### config.mk
export PLATFORM = sky130hd
export DESIGN_NAME = tristate_pwm_decoder
export DESIGN_NICKNAME = d
export VERILOG_FILES = /design/src/rtl/tpd_pkg.sv /design/src/rtl/tpd_datapath.sv /design/src/rtl/tpd_control.sv /design/src/rtl/tristate_pwm_decoder.sv
export SDC_FILE = /design/constraint.sdc
export NUM_CORES = 1
export LEC_CHECK = 0
export ABC_AREA = 0
export ABC_CLOCK_PERIOD_IN_PS = 4650
export BUFFER_PORTS_ARGS = -buffer_cell sky130_fd_sc_hd__buf_2
export CORE_MARGIN = 4
export CORE_UTILIZATION = 30
export DETAILED_ROUTE_END_ITERATION = 7
export HOLD_SLACK_MARGIN = 0.1
export PLACE_DENSITY = 0.51
export SETUP_SLACK_MARGIN = 0.2
export SKIP_LAST_GASP = 1
export SYNTH_ARGS = -nofsm -noshare
export SYNTH_HDL_FRONTEND = slang
export SYNTH_SLANG_ARGS = --single-unit
### constraint.sdc
create_clock -name clk -period 4.65 [get_ports clk]
set_input_delay 0.93 -clock clk [delete_from_list [all_inputs] [get_ports clk]]
set_output_delay 0.93 -clock clk [all_outputs]
set_load 0.05 [all_outputs]
### src/rtl/tpd_pkg.sv
package tpd_pkg;

  // Registered command held by the control block
  typedef enum logic [1:0] {
    CMD_OFF  = 2'd0,
    CMD_HIGH = 2'd1,
    CMD_LOW  = 2'd2
  } cmd_e;

  // Resolved input level after flag priority
  typedef enum logic [1:0] {
    LVL_GAP  = 2'd0,
    LVL_HIGH = 2'd1,
    LVL_LOW  = 2'd2,
    LVL_MID  = 2'd3
  } lvl_e;

  // Strobes from control to the counter datapath
  typedef struct packed {
    logic midInc;
    logic midClr;
    logic lowLoad;
    logic lowInc;
  } strobe_t;

  // Round a duration in ns up to whole cycles, never below one
  function automatic int nsToCycles(input int durNs, input int periodPs);
    int cyc;
    cyc = (durNs * 1000 + periodPs - 1) / periodPs;
    return (cyc < 1) ? 1 : cyc;
  endfunction

endpackage

### src/rtl/tpd_datapath.sv
module tpd_datapath
  import tpd_pkg::*;
#(
  parameter int HOLD_CYC   = 40,
  parameter int MINOFF_CYC = 30
) (
  input  logic    clk,
  input  logic    rstN,
  input  strobe_t stb,
  output logic    holdDone,
  output logic    minOffDone
);

  localparam int MID_W = (HOLD_CYC   > 1) ? $clog2(HOLD_CYC + 1)   : 1;
  localparam int LOW_W = (MINOFF_CYC > 1) ? $clog2(MINOFF_CYC + 1) : 1;
  localparam logic [MID_W-1:0] MID_LAST = MID_W'(HOLD_CYC - 1);
  localparam logic [LOW_W-1:0] LOW_FULL = LOW_W'(MINOFF_CYC);
  localparam logic [LOW_W-1:0] LOW_ONE  = LOW_W'(1);

  logic [MID_W-1:0] midCnt;
  logic [LOW_W-1:0] lowCnt;

  // Consecutive window samples, saturating at the last hold-off step
  always_ff @(posedge clk) begin
    if (!rstN) begin
      midCnt <= '0;
    end else if (stb.midClr) begin
      midCnt <= '0;
    end else if (stb.midInc && (midCnt != MID_LAST)) begin
      midCnt <= midCnt + 1'b1;
    end
  end

  // Age of the current low command, saturating at the minimum off time
  always_ff @(posedge clk) begin
    if (!rstN) begin
      lowCnt <= '0;
    end else if (stb.lowLoad) begin
      lowCnt <= LOW_ONE;
    end else if (stb.lowInc && (lowCnt != LOW_FULL)) begin
      lowCnt <= lowCnt + 1'b1;
    end
  end

  assign holdDone   = (midCnt == MID_LAST);
  assign minOffDone = (lowCnt == LOW_FULL);

endmodule

### src/rtl/tpd_control.sv
module tpd_control
  import tpd_pkg::*;
(
  input  logic    clk,
  input  logic    rstN,
  input  logic    cmpHigh,
  input  logic    cmpLow,
  input  logic    cmpMid,
  input  logic    holdDone,
  input  logic    minOffDone,
  output strobe_t stb,
  output cmd_e    cmdQ,
  output logic    exitQ
);

  lvl_e lvl;
  cmd_e cmdNext;
  logic exitNext;

  // Flag priority: upper rail, then lower rail, then window
  always_comb begin
    if (cmpHigh)     lvl = LVL_HIGH;
    else if (cmpLow) lvl = LVL_LOW;
    else if (cmpMid) lvl = LVL_MID;
    else             lvl = LVL_GAP;
  end

  always_comb begin
    cmdNext  = cmdQ;
    exitNext = 1'b0;
    unique case (cmdQ)
      CMD_OFF: begin
        if (lvl == LVL_HIGH) begin
          cmdNext  = CMD_HIGH;
          exitNext = 1'b1;
        end else if (lvl == LVL_LOW) begin
          cmdNext  = CMD_LOW;
          exitNext = 1'b1;
        end
      end
      CMD_HIGH: begin
        if (lvl == LVL_LOW) begin
          cmdNext = CMD_LOW;
        end else if ((lvl == LVL_MID) && holdDone) begin
          cmdNext = CMD_OFF;
        end
      end
      CMD_LOW: begin
        if ((lvl == LVL_HIGH) && minOffDone) begin
          cmdNext = CMD_HIGH;
        end else if ((lvl == LVL_MID) && holdDone) begin
          cmdNext = CMD_OFF;
        end
      end
      default: cmdNext = CMD_OFF;
    endcase
  end

  always_comb begin
    stb.midInc  = (lvl == LVL_MID);
    stb.midClr  = (lvl != LVL_MID);
    stb.lowLoad = (cmdNext == CMD_LOW) && (cmdQ != CMD_LOW);
    stb.lowInc  = (cmdQ == CMD_LOW);
  end

  always_ff @(posedge clk) begin
    if (!rstN) begin
      cmdQ  <= CMD_OFF;
      exitQ <= 1'b0;
    end else begin
      cmdQ  <= cmdNext;
      exitQ <= exitNext;
    end
  end

endmodule

### src/rtl/tristate_pwm_decoder.sv
module tristate_pwm_decoder
  import tpd_pkg::*;
#(
  parameter int CLK_PERIOD_PS = 4000,
  parameter int HOLDOFF_NS    = 160,
  parameter int MINOFF_NS     = 120
) (
  input  logic clk,
  input  logic rstN,
  input  logic cmpHigh,
  input  logic cmpLow,
  input  logic cmpMid,
  output logic hsReq,
  output logic lsReq,
  output logic shutdown,
  output logic exitPulse
);

  localparam int HOLD_CYC   = nsToCycles(HOLDOFF_NS, CLK_PERIOD_PS);
  localparam int MINOFF_CYC = nsToCycles(MINOFF_NS, CLK_PERIOD_PS);

  strobe_t stb;
  cmd_e    cmdQ;
  logic    exitQ;
  logic    holdDone;
  logic    minOffDone;

  tpd_control u_ctrl (
    .clk        (clk),
    .rstN       (rstN),
    .cmpHigh    (cmpHigh),
    .cmpLow     (cmpLow),
    .cmpMid     (cmpMid),
    .holdDone   (holdDone),
    .minOffDone (minOffDone),
    .stb        (stb),
    .cmdQ       (cmdQ),
    .exitQ      (exitQ)
  );

  tpd_datapath #(
    .HOLD_CYC   (HOLD_CYC),
    .MINOFF_CYC (MINOFF_CYC)
  ) u_dp (
    .clk        (clk),
    .rstN       (rstN),
    .stb        (stb),
    .holdDone   (holdDone),
    .minOffDone (minOffDone)
  );

  assign hsReq     = (cmdQ == CMD_HIGH);
  assign lsReq     = (cmdQ == CMD_LOW);
  assign shutdown  = (cmdQ == CMD_OFF);
  assign exitPulse = exitQ;

endmodule

After elaboration in Yosys (flattened, before gate mapping). Index checks and enable logic that the tools add are counted.

Register bits after elaboration: 14. Input bits: 5. Output and inout port bits: 4.

Mux-type cells: 13. Equal/unequal tests: 12. Reductions and logical operators: 10. Add/sub/neg operators: 2. Bitwise operators: 1.

Operator list (count): 2-to-1 mux 2 bit (8); equality test 2 bit (second input constant) (4); adder 6 x 1 -> 6 bit (second input constant) (1); equality test 6 bit (second input constant) (1); inequality test 6 bit (second input constant) (1); one-hot mux 2 bit (3 select lines) (1); adder 5 x 1 -> 5 bit (second input constant) (1); equality test 5 bit (second input constant) (1); logical AND 1 bit (5); inequality test 5 bit (second input constant) (1); equality test 2 x 1 -> 1 bit (second input constant) (2); 2-to-1 mux 1 bit (4); inequality test 2 bit (second input constant) (2); OR reduction 2 bit (2); zero test 2 bit (1); AND reduction 2 bit (1); nonzero test 2 bit (1); inverter 1 bit (1).

Logic depth before layout (Yosys ltp).
Depth after elaboration: 11. Gate-level depth with buffers: 7.

Cells and area by module. A second synthesis with hierarchy kept.

Cell total of the unflattened synthesis: 96. Area total of the unflattened synthesis: 783.3 um2.

By module, submodules not included: tpd_datapath (area an instance 553.0 um2, times used 1, cells each 64); tpd_control (area an instance 211.5 um2, times used 1, cells each 29); tristate_pwm_decoder (area an instance 18.8 um2, times used 1, cells each 3).

Worst setup path after synthesis. OpenSTA, ideal clock, no wires.

Kind: input port to flip-flop. Start point: input port cmpLow. End point: register u_dp.lowCnt[1]. Cell stages on the path: 7. Path buffers: 0. Data required time: 4.514 ns. Library setup time: 0.136 ns. Arrival: 1.938 ns. Setup slack: 2.576 ns. Cells stage by stage: inv_1 > a21oi_1 > inv_1 > ha_1 > and2b_1 > o21ai_0 > a211oi_1.

Longest elaborated chain between the ends: 10. Elaborated cells on any way between the ends: 16. Classes of those cells: eq/ne (4); mux (8); reduce/logical (4).

RTL lines: from (decl) (line tristate_pwm_decoder.sv:11) `input logic cmpLow,`; 2-to-1 mux 2 bit (*) (line tpd_control.sv:23) `else if (cmpLow) lvl = LVL_LOW;`; 2-to-1 mux 2 bit (*) (line tpd_control.sv:22) `if (cmpHigh) lvl = LVL_HIGH;`; equality test 2 bit (line tpd_control.sv:44, tpd_control.sv:51); logical AND 1 bit (line tpd_control.sv:44, tpd_control.sv:51); 2-to-1 mux 2 bit (line tpd_control.sv:44, tpd_control.sv:51); 2-to-1 mux 2 bit (on tied branches) (line tpd_control.sv:49, tpd_control.sv:42); one-hot mux 2 bit (3 select lines) (*) (line tpd_control.sv:31) `unique case (cmdQ)`; equality test 2 bit (*) (line tpd_control.sv:62) `stb.lowLoad = (cmdNext == CMD_LOW) && (cmdQ != CMD_LOW);`; logical AND 1 bit (*) (line tpd_control.sv:62); OR reduction 2 bit (no line) (*); to (signal assigned) (line tpd_datapath.sv:41) `lowCnt <= lowCnt + 1'b1;`; to (decl) (line tpd_datapath.sv:21) `logic [LOW_W-1:0] lowCnt;`.

Every way passes the cells marked *; elsewhere a longest branch is shown, timed or not. A chain may end at the register's enable or synchronous reset.

Worst setup path after layout.
Start point: register u_ctrl.cmdQ[1]. End point: output port lsReq.

Longest elaborated chain between the ends: 1.

RTL lines: from (decl) (line tpd_control.sv:12) `output cmd_e cmdQ,`; from (signal assigned) (line tpd_control.sv:71) `cmdQ <= cmdNext;`; equality test 2 bit (line tristate_pwm_decoder.sv:53) `assign lsReq = (cmdQ == CMD_LOW);`; to (decl) (line tristate_pwm_decoder.sv:14) `output logic lsReq,`.

Every way passes these cells.

==> results.json <==
{
  "status": "finished clean",
  "wl_per_cell_um": 11.77,
  "drv_cap": 0,
  "rows": 17,
  "cp_max_fo": 9,
  "synth_nets": 100,
  "dr.pass1.iters": 4,
  "core_um2": 2297,
  "drive_above_1_share_pct": 14.00,
  "min_path_type": "reg -> reg",
  "ant_nets": 0,
  "fin_util_pct": 37.31,
  "yosysTopAreaCell": "dfxtp_1",
  "critPathArrivalTime_ns": 1.39,
  "cp_cell_sequence": "nand2b_1 -> inv_1 -> buf_2",
  "n_antenna_cell": 0,
  "cts_tree": "done",
  "rsz0062_at_grt": "no",
  "final.period_utilization_pct": 49.96,
  "use_met3_pct": 2.004,
  "power_density_nw_per_um2": 318.9,
  "cp_slowest_cell": "dfxtp_1",
  "io_buffers": 8,
  "wl_um": 1506,
  "drv_slew": 0,
  "fmax_ghz": 0.4305,
  "yosysTopAreaCellShare_pct": 37.02,
  "final-setup-viol-count": 0,
  "fin_worst_skew_ns": 0.005507,
  "fill_cells": 258,
  "grt_pass1_wl_um": 2518,
  "synth-seq-cells": 14,
  "fin_area_um2": 857.1,
  "hold_violations": 0,
  "start_kind": "flip-flop",
  "place_ws_ns": 2.262,
  "synthTopCellsByArea": "dfxtp_1 (37%), ha_1 (9.9%), a21oi_1 (6.0%)",
  "grt_pass1_vias": 634,
  "cp_top_family": "buffers and inverters",
  "die_w_um": 58.23,
  "grt_remaining_overflow": 0,
  "htreeDepth": 1,
  "clockBufferDepth": 2,
  "grt_use_met2_pct": 14.19,
  "die-height_um": 58.23,
  "vias_per_cell": 5.391,
  "syn_avg_cell_area_um2": 8.505,
  "ios": 9,
  "via_count": 690,
  "grt_start_max_net_pins": 10,
  "grt_antenna_before_repair": 0,
  "hold_buffers": 0,
  "final.setup.tns_ns": 0,
  "die_area_um2": 3391,
  "ys_types": 30,
  "drtIter0Drc": 9,
  "clock_latency_ns": 0.28,
  "routabilityCongestion": 0.7920,
  "synth_area_um2": 757.0,
  "yosysWarnings": 0,
  "use_met1_pct": 12.02,
  "gr-max-usage-layer": "met2",
  "start_util_pct": 32.95,
  "path_class": "reg -> out",
  "clkTransAtPathRegs_ns": 0.09,
  "final_common_cell": "dfxtp_1",
  "mostFrequentLayoutCells": "dfxtp_1 (14), a21oi_1 (9), inv_1 (8), buf_2 (8), nor2_1 (7)",
  "crit_buf_inv": 2,
  "final_nets": 112,
  "synth_cells": 89,
  "drc": 0,
  "worst_pin_slew_ns": 0.5107,
  "finalWorstSetupSlack_ns": 2.327,
  "post_cts_buffers": 0,
  "fin_crit_ns": 2.323,
  "leakagePower_nw": 0.3260,
  "irDropWorstVdd_mv": 0.1962,
  "required_ns": 3.72,
  "cts_root_buf": "clkbuf_4",
  "max_stage_delay_ns": 0.44,
  "end_kind": "output pin",
  "cts_buffers": 3,
  "relSlewSlack_pct": 65.59,
  "area_growth_pct": 13.22,
  "dp.cells": 124,
  "final_cells": 128,
  "seq_area_frac_synth_pct": 37.02,
  "place_hpwl_um": 1138,
  "dpl_cell_area_um2": 820.8,
  "clock_sinks": 14,
  "post_cts_resized": 0,
  "grtUsageTotal_pct": 9.528
}
cells in the mapped netlist:
master	number
o21ai_0	3
o31ai_1	2
a32o_1	1
a21boi_0	1
nand3_1	6
nor3_1	5
a41oi_1	1
buf_6	1
or4_1	1
o22ai_1	1
and4bb_2	1
o221a_2	1
nand4_1	1
xor2_1	1
and2b_1	2
nor3b_1	1
nand2_1	5
inv_1	8
a211oi_1	2
and4_1	1
nand2b_1	2
or3_1	2
a211o_1	1
ha_1	6
nor2_1	7
o31a_1	1
nor4_1	1
a21oi_1	9
dfxtp_1	14
nand4bb_1	1
metal layers:
layer	vias up	wire [µm]
li1	352	-
met1	322	745
met2	12	673
met3	4	64
met4	0	23
met5	-	0
power breakdown:
part	leakage (nW)	internal [mW]	switching (mW)
sequential	0.114	0.126	0.00608
clock	0.0210	0.0476	0.0412
combinational	0.191	0.0168	0.0360
worst reg2reg max path: stages, from the launching register on:
cell     delay (ns)
dfxtp_1        0.39
inv_1          0.07
ha_1           0.23
and4_1         0.26
or4_1          0.47
a21oi_1        0.15
kinds of logic (layout without fill, tap and decap cells):
| family | count (synthesis) | in the layout | synth area share, % |
|---|---|---|---|
| AO/OA/AOI/OAI | 23 | 23 | 20.00 |
| adder cells (fa/ha/maj) | 6 | 6 | 9.917 |
| XOR/XNOR | 1 | 1 | 1.157 |
| flip-flops | 14 | 14 | 37.02 |
| buffers and inverters | 9 | 20 | 5.455 |
| AND/OR/NAND/NOR | 36 | 36 | 26.45 |
final timing paths:
kind | start | slack [ns] | depth (start not counted) | end
setup / recovery | u_ctrl.cmdQ[1] | 2.33 | 3 | lsReq
hold reg to reg | u_dp.midCnt[1] | 0.50 | 2 | u_dp.midCnt[1]
hold / removal | u_dp.midCnt[1] | 0.50 | 2 | u_dp.midCnt[1]
setup reg to reg | u_dp.lowCnt[0] | 3.02 | 5 | u_dp.lowCnt[3]
state kept, by name, indices dropped and copies added (netlist names):
signal,count
u_ctrl.exitQ,1
u_ctrl.cmdQ,2
u_dp.midCnt,6
u_dp.lowCnt,5
through the flow:
step | hold slack [ns] | total power, mW
5_1_grt | 0.5278 | 0.2865
3_5_place_dp | 0.4897 | 0.1877
2_1_floorplan | 0.4426 | 0.1756
4_1_cts | 0.5023 | 0.2764
3_3_place_gp | 0.4832 | 0.1872
6_report | 0.5043 | 0.2733
final cells by class:
cell class / count / area, µm² / share of cell area, %
repair buffers: 8 / 40.04 / 4.672
clock buffers: 4 / 36.28 / 4.234
inverters: 8 / 30.03 / 3.504
flip-flops and latches: 14 / 280.3 / 32.70
multi-input cells: 66 / 435.4 / 50.80
well taps: 28 / 35.03 / 4.088
(Power assumes the default switching activity.)
